## config.mk

```make
export PLATFORM = sky130hd
export DESIGN_NAME = aud_ser_tx
export DESIGN_NICKNAME = d
export VERILOG_FILES = /design/src/rtl/aud_tx_pkg.sv /design/src/rtl/aud_tx_clkgen.sv /design/src/rtl/aud_tx_slvsync.sv /design/src/rtl/aud_tx_framer.sv /design/src/rtl/aud_ser_tx.sv
export SDC_FILE = /design/constraint.sdc
export NUM_CORES = 1
export LEC_CHECK = 0
export BUFFER_PORTS_ARGS = -buffer_cell sky130_fd_sc_hd__buf_2
export CORE_MARGIN = 5
export CORE_UTILIZATION = 55
export DETAILED_ROUTE_END_ITERATION = 10
export HOLD_SLACK_MARGIN = 0.08
export PLACE_DENSITY_LB_ADDON = 0.15
export SYNTH_ARGS = -nofsm -noshare
export SYNTH_HDL_FRONTEND = slang
export SYNTH_HIERARCHICAL = 1
export SYNTH_SLANG_ARGS = --single-unit
export TNS_END_PERCENT = 10
```

## constraint.sdc

```tcl
create_clock -name clk_i -period 3.74 [get_ports clk_i]
set_input_delay 1.122 -clock clk_i [delete_from_list [all_inputs] [get_ports clk_i]]
set_output_delay 1.122 -clock clk_i [all_outputs]
set_load 0.05 [all_outputs]
```

## src/rtl/aud_tx_pkg.sv

```systemverilog
package aud_tx_pkg;
  localparam int FRAME_SLOTS = 64;
  localparam int SLOT_W      = $clog2(FRAME_SLOTS);
  localparam int CH_W        = 32;

  typedef enum logic [1:0] {WL16 = 2'd0, WL20 = 2'd1, WL24 = 2'd2, WL32 = 2'd3} wlen_e;

  typedef struct packed {
    logic  master;
    logic  dsp;
    logic  late;
    wlen_e wlen;
  } cfg_t;

  function automatic logic [6:0] wlen_bits(wlen_e w);
    case (w)
      WL16:    return 7'd16;
      WL20:    return 7'd20;
      WL24:    return 7'd24;
      default: return 7'd32;
    endcase
  endfunction
endpackage

```

## src/rtl/aud_tx_clkgen.sv

```systemverilog
module aud_tx_clkgen #(
  parameter int DIV_W = 8
) (
  input  logic             clk_i,
  input  logic             rst_ni,
  input  logic             run_i,
  input  logic [DIV_W-1:0] div_i,
  output logic             bclk_o,
  output logic             fall_o
);
  logic [DIV_W-1:0] cnt_q;
  logic             bclk_q;
  logic             wrap;

  assign wrap   = run_i && (cnt_q == div_i);
  assign fall_o = wrap && bclk_q;
  assign bclk_o = bclk_q;

  always_ff @(posedge clk_i or negedge rst_ni) begin
    if (!rst_ni) begin
      cnt_q  <= '0;
      bclk_q <= 1'b0;
    end else if (!run_i) begin
      cnt_q  <= '0;
      bclk_q <= 1'b0;
    end else if (wrap) begin
      cnt_q  <= '0;
      bclk_q <= ~bclk_q;
    end else begin
      cnt_q  <= cnt_q + 1'b1;
    end
  end
endmodule

```

## src/rtl/aud_tx_slvsync.sv

```systemverilog
module aud_tx_slvsync (
  input  logic clk_i,
  input  logic rst_ni,
  input  logic bclk_i,
  input  logic lrclk_i,
  output logic fall_o,
  output logic lr_o
);
  logic [2:0] bclk_sq;
  logic [1:0] lr_sq;

  // both paths share depth so lr_o is aligned with fall_o
  always_ff @(posedge clk_i or negedge rst_ni) begin
    if (!rst_ni) begin
      bclk_sq <= '0;
      lr_sq   <= '0;
    end else begin
      bclk_sq <= {bclk_sq[1:0], bclk_i};
      lr_sq   <= {lr_sq[0], lrclk_i};
    end
  end

  assign fall_o = bclk_sq[2] && !bclk_sq[1];
  assign lr_o   = lr_sq[1];
endmodule

```

## src/rtl/aud_tx_framer.sv

```systemverilog
module aud_tx_framer
  import aud_tx_pkg::*;
#(
  parameter int SMP_W = 24
) (
  input  logic             clk_i,
  input  logic             rst_ni,
  input  logic             run_i,
  input  cfg_t             cfg_i,
  input  logic             fall_i,
  input  logic             ext_lr_i,
  input  logic             smp_valid_i,
  output logic             smp_ready_o,
  input  logic [SMP_W-1:0] smp_l_i,
  input  logic [SMP_W-1:0] smp_r_i,
  output logic             sdata_o,
  output logic             lrclk_o
);
  localparam int PAD = CH_W - SMP_W;

  logic [SLOT_W-1:0] slot_q, nxt_slot;
  logic              lr_prev_q, locked_q, full_q;
  logic [SMP_W-1:0]  hold_l_q, hold_r_q, act_l_q, act_r_q;
  logic [SMP_W-1:0]  cur_l, cur_r;
  logic              sdata_q, lr_q;
  logic              start, emit, bit_d, lr_d, accept;
  logic [6:0]        n7, off, pos, idx, e1, e2, dly;
  logic [CH_W-1:0]   msk, wl, wr;

  assign smp_ready_o = !full_q;
  assign accept      = smp_valid_i && !full_q;
  assign sdata_o     = sdata_q;
  assign lrclk_o     = lr_q;

  always_comb begin
    nxt_slot = slot_q + 1'b1;
    if (cfg_i.master) begin
      start = (nxt_slot == '0);
    end else begin
      start = ext_lr_i && !lr_prev_q;
      if (start) nxt_slot = '0;
    end
    emit  = cfg_i.master || locked_q || start;
    cur_l = start ? (full_q ? hold_l_q : '0) : act_l_q;
    cur_r = start ? (full_q ? hold_r_q : '0) : act_r_q;
  end

  // slot-addressed bit pick shared by both framings
  always_comb begin
    n7    = wlen_bits(cfg_i.wlen);
    msk   = ~({CH_W{1'b1}} >> n7);
    wl    = {cur_l, {PAD{1'b0}}} & msk;
    wr    = {cur_r, {PAD{1'b0}}} & msk;
    off   = 7'd32 - n7;
    dly   = {6'd0, cfg_i.late};
    e1    = dly + n7;
    e2    = e1 + n7;
    pos   = '0;
    idx   = '0;
    bit_d = 1'b0;
    if (!cfg_i.dsp) begin
      pos = {2'b00, nxt_slot[4:0]};
      if (pos >= off) begin
        idx   = pos - off;
        bit_d = nxt_slot[5] ? wr[~idx[4:0]] : wl[~idx[4:0]];
      end
      lr_d = !nxt_slot[5];
    end else begin
      pos = {1'b0, nxt_slot};
      if (pos >= dly && pos < e1) begin
        idx   = pos - dly;
        bit_d = wl[~idx[4:0]];
      end else if (pos >= e1 && pos < e2) begin
        idx   = pos - e1;
        bit_d = wr[~idx[4:0]];
      end
      lr_d = (nxt_slot == '0);
    end
  end

  always_ff @(posedge clk_i or negedge rst_ni) begin
    if (!rst_ni) begin
      slot_q    <= '1;
      lr_prev_q <= 1'b1;
      locked_q  <= 1'b0;
      act_l_q   <= '0;
      act_r_q   <= '0;
      sdata_q   <= 1'b0;
      lr_q      <= 1'b0;
    end else if (!run_i) begin
      slot_q    <= '1;
      lr_prev_q <= 1'b1;
      locked_q  <= 1'b0;
      sdata_q   <= 1'b0;
      lr_q      <= 1'b0;
    end else if (fall_i) begin
      slot_q    <= nxt_slot;
      lr_prev_q <= ext_lr_i;
      if (start) begin
        locked_q <= 1'b1;
        act_l_q  <= cur_l;
        act_r_q  <= cur_r;
      end
      sdata_q <= emit && bit_d;
      lr_q    <= cfg_i.master && lr_d;
    end
  end

  always_ff @(posedge clk_i or negedge rst_ni) begin
    if (!rst_ni) begin
      full_q   <= 1'b0;
      hold_l_q <= '0;
      hold_r_q <= '0;
    end else if (accept) begin
      full_q   <= 1'b1;
      hold_l_q <= smp_l_i;
      hold_r_q <= smp_r_i;
    end else if (run_i && fall_i && start) begin
      full_q   <= 1'b0;
    end
  end
endmodule

```

## src/rtl/aud_ser_tx.sv

```systemverilog
module aud_ser_tx
  import aud_tx_pkg::*;
#(
  parameter int SMP_W = 24,
  parameter int DIV_W = 8
) (
  input  logic             clk_i,
  input  logic             rst_ni,
  input  logic             en_i,
  input  logic             master_i,
  input  logic             dsp_i,
  input  logic             msb_late_i,
  input  logic [1:0]       wlen_i,
  input  logic [DIV_W-1:0] div_i,
  input  logic             smp_valid_i,
  output logic             smp_ready_o,
  input  logic [SMP_W-1:0] smp_l_i,
  input  logic [SMP_W-1:0] smp_r_i,
  input  logic             bclk_i,
  input  logic             lrclk_i,
  output logic             bclk_o,
  output logic             lrclk_o,
  output logic             sdata_o
);
  cfg_t             cfg_q;
  logic [DIV_W-1:0] div_q;
  logic             master_q;
  logic             m_fall, s_fall, s_lr, fall;

  always_ff @(posedge clk_i or negedge rst_ni) begin
    if (!rst_ni) begin
      cfg_q <= '{master: 1'b1, dsp: 1'b0, late: 1'b0, wlen: WL24};
      div_q <= '0;
    end else if (!en_i) begin
      cfg_q <= '{master: master_i, dsp: dsp_i, late: msb_late_i, wlen: wlen_e'(wlen_i)};
      div_q <= div_i;
    end
  end

  assign master_q = cfg_q.master;
  assign fall     = master_q ? m_fall : s_fall;

  aud_tx_clkgen #(.DIV_W(DIV_W)) u_clkgen (
    .clk_i  (clk_i),
    .rst_ni (rst_ni),
    .run_i  (en_i && master_q),
    .div_i  (div_q),
    .bclk_o (bclk_o),
    .fall_o (m_fall)
  );

  aud_tx_slvsync u_slvsync (
    .clk_i   (clk_i),
    .rst_ni  (rst_ni),
    .bclk_i  (bclk_i),
    .lrclk_i (lrclk_i),
    .fall_o  (s_fall),
    .lr_o    (s_lr)
  );

  aud_tx_framer #(.SMP_W(SMP_W)) u_framer (
    .clk_i       (clk_i),
    .rst_ni      (rst_ni),
    .run_i       (en_i),
    .cfg_i       (cfg_q),
    .fall_i      (fall),
    .ext_lr_i    (s_lr),
    .smp_valid_i (smp_valid_i),
    .smp_ready_o (smp_ready_o),
    .smp_l_i     (smp_l_i),
    .smp_r_i     (smp_r_i),
    .sdata_o     (sdata_o),
    .lrclk_o     (lrclk_o)
  );
endmodule

```

==> run metrics <==
status finished clean; Synth Register Bits 134; Power Total 6.743 mW; Hold Buf Count CTS 0; nets 991; Simple-Gate Fraction of Synth Area 16.50%; P_leak 4.130 nW; Finished Cell Area 9323 µm²; GRT overflow 0; Mapped Nets 930; WHS Path Cells 0; DRC violations left 0; critical path fanouts, max 22; setup TNS 0 ns; post-placement cell count 1067; Non-Filler Instances 1101; share of cells above drive strength 1 26.86%; area delta synth->final 15.47%; antenna-violating nets left 0; Cell Rows 44; DR vias 6987; CTS sink count 134; H-Tree Depth 4; CTS tree yes; CP arrival 3.90 ns; WP data required 4.08 ns; NetSw 2.596 mW; Pint 4.147 mW; crit-path max cell delay 0.61 ns; Post-Synth XOR/XNOR Area 3.502%; final slew viol count 0; crit-path cells buf_4, nand3_2, xor2_1, nand3_2, o21a_2, buf_4, a2111oi_0, a2111oi_0, nor3_1, a22oi_1, o41ai_2; deepest clock path buffer count 2; clock latency on the worst-skew pair 0.44 ns; synth unique cells 84; Sw Share 38.49%; Final Critical Period 3.561 ns; Mean Syn Cell Area 9.589 µm²; clock power share 26.9%; Worst setup SP type flip-flop; worst clock skew 0.01613 ns; CP bufs+invs 2; Initial Util 55.76%; antenna violations before repair 0; worst min-delay path category reg -> reg; hpwl dp 17790 µm; total of warnings raised by yosys 6; reg2reg path depth 11; commonest cells after routing, fill and taps aside 151 x nand2_1, 124 x dfrtp_1, 72 x o21ai_0; Compound-Gate Fraction of Synth Area 15.42%; Syn Std Cell Area 8074 µm²; Logic pwr share 37.0%; power density over cell area 723.2 nW/µm²; Finish-stage setup viols 0; Reg power frac 36.1%; Ports 71; routability cong. 0.9985; Top FF cell, synth dfrtp_1; mux share of post-synthesis cell area 14.77%; critical path class reg -> reg; Mapped Cells 842; Crit path depth 11; share of the synthesized area in the top cell type 38.74%; Post-synth EDFFs 0; Slew @ Worst Pin 1.003 ns; Die Footprint 17200 µm²; Relative slew margins 32.28%; clock buffer count from CTS 17; Final Cycle Share 95.21%; CTS Root Cell clkbuf_16; DRT Pass-1 Iters 10; wirelength, routed 24580 µm; sequential-to-total area share from yosys stat 41.67%; die width 131.2 µm; Reg clk slew, reported paths 0.07 ns; Peak Freq 280.8 MHz; Hold Vio Cnt, Final 0; Via density 6.346; 1st-iter DRT viols 736; global-route usage over all layers 28.88%; Chip Height 131.2 µm; commonest non-fill, non-tap cell in the layout nand2_1; placed inst area 8656 µm²; largest net degree at the start of global routing 80; layout filler cell count 1179; vias in the first global route 6968; CP top delay family compound AO/OA/AOI/OAI gates; I/O Buffers 70; main combinational cell family by area after synthesis simple AND/OR/NAND/NOR gates; Slowest-stage cell, CP a2111oi_0; post-synthesis adder-cell area fraction 3.347%; maxcap violations 0; Synth async-reset ratio 100.0%; maximum VDD drop 0.6129 mV; WL/cell 22.33 µm; first-pass GRT wire length 39400 µm; RSZ-0062 raised after global routing no; Core Region 14480 µm²; Synth area leader dfrtp_1; Worst Setup End Kind flip-flop; synth top area cells dfrtp_1 39%, mux2_2 9.3%, nand2_1 7.0%
logic make-up (layout without fill, tap and decap cells):
kind of cell | after synthesis | after routing
buffers and inverters | 83 | 157
AO/OA/AOI/OAI | 190 | 190
XOR/XNOR | 28 | 28
multiplexers | 102 | 102
other | 0 | 1
adder cells (fa/ha/maj) | 21 | 21
flip-flops | 134 | 134
AND/OR/NAND/NOR | 284 | 284
Yosys cell counts (5+ instances only):
| library cell | instances |
|---|---|
| buf_1 | 10 |
| nand3_1 | 24 |
| nand2_1 | 151 |
| o21ai_0 | 72 |
| mux2_2 | 67 |
| mux2i_1 | 28 |
| dfrtp_1 | 125 |
| a21oi_1 | 19 |
| dfstp_2 | 9 |
| nor2_1 | 41 |
| xnor2_1 | 15 |
| nand4_1 | 11 |
| o21ai_1 | 7 |
| clkbuf_1 | 29 |
| ha_1 | 20 |
| buf_6 | 7 |
| a211oi_1 | 13 |
| nor3_1 | 10 |
| a22oi_1 | 5 |
| a2111oi_0 | 6 |
| mux4_2 | 7 |
| a31oi_1 | 11 |
| xor2_1 | 11 |
| or3_1 | 5 |
| o211ai_1 | 9 |
| and3_1 | 5 |
| buf_2 | 11 |
| inv_1 | 22 |
worst paths after layout:
| check | from | end | slack (ns) |
|---|---|---|---|
| min reg2reg | u_slvsync/bclk_sq[0]$_DFF_PN0_ | u_slvsync/bclk_sq[1]$_DFF_PN0_ | 0.37 |
| max | u_framer/slot_q[0]$_DFFE_PN1P_ | u_framer/sdata_o$_DFFE_PN0P_ | 0.18 |
| max reg2reg | u_framer/slot_q[0]$_DFFE_PN1P_ | u_framer/sdata_o$_DFFE_PN0P_ | 0.18 |
| max in group asynchronous | rst_ni | asynchronous set/reset pin | 2.32 |
| min | u_slvsync/bclk_sq[0]$_DFF_PN0_ | u_slvsync/bclk_sq[1]$_DFF_PN0_ | 0.37 |
| min in group asynchronous | rst_ni | div_q[5]$_DFFE_PN0N_ | 0.64 |
area by class of cell:
class | count | area (µm²) | share of cell area [%]
multi-input cells | 625 | 4365 | 46.83
flip-flops and latches | 134 | 3366 | 36.10
repair buffers | 100 | 631.9 | 6.778
clock buffers | 19 | 432.9 | 4.644
well taps | 184 | 230.2 | 2.469
clock inverters | 13 | 195.2 | 2.094
inverters | 25 | 98.84 | 1.060
diodes | 1 | 2.502 | 0.02684
worst register-to-register path, stage by stage, from the launching register on:
cell and delay (ns):
dfstp_2 0.59, buf_4 0.21, nand3_2 0.13, xor2_1 0.25, nand3_2 0.21, o21a_2 0.39, buf_4 0.28, a2111oi_0 0.62
a2111oi_0 0.17, nor3_1 0.21, a22oi_1 0.13, o41ai_2 0.29
per-layer routing:
metal  GRT usage, %  vias to the layer above  wire length (µm)
li1               -                     3143                 -
met4          9.758                        0               766
met2          45.97                      332             11550
met3          6.384                       71              1887
met5              0                        -                 0
met1          39.30                     3441             10380
what timing repair did:
item / CTS / global route
setup endpoints to repair: 0 / 1
buffers inserted: 0 / 1
gates resized for setup: 0 / 7
metrics by stage:
stage / setup slack (ns) / util [%] / hold slack, ns
floorplan: 0.01567 / - / 0.3312
global placement: 0.06425 / 59.78 / 0.3456
detailed placement: 0.07635 / 59.78 / 0.3485
CTS: 0.1282 / 64.12 / 0.3739
global route: 0.02174 / 64.37 / 0.3848
finish: 0.1790 / 64.39 / 0.3733
power groups by stage:
| stage | combinational [mW] | sequential [mW] | clock [mW] |
|---|---|---|---|
| 2_1_floorplan | 1.77 | 2.25 | 0 |
| 3_5_place_dp | 2.42 | 2.44 | 0 |
| 4_1_cts | 2.44 | 2.42 | 1.84 |
| 5_1_grt | 2.72 | 2.49 | 1.91 |
| 3_3_place_gp | 2.37 | 2.42 | 0 |
| 6_report | 2.49 | 2.43 | 1.82 |
No activity file was read; power rests on OpenSTA's default activity.
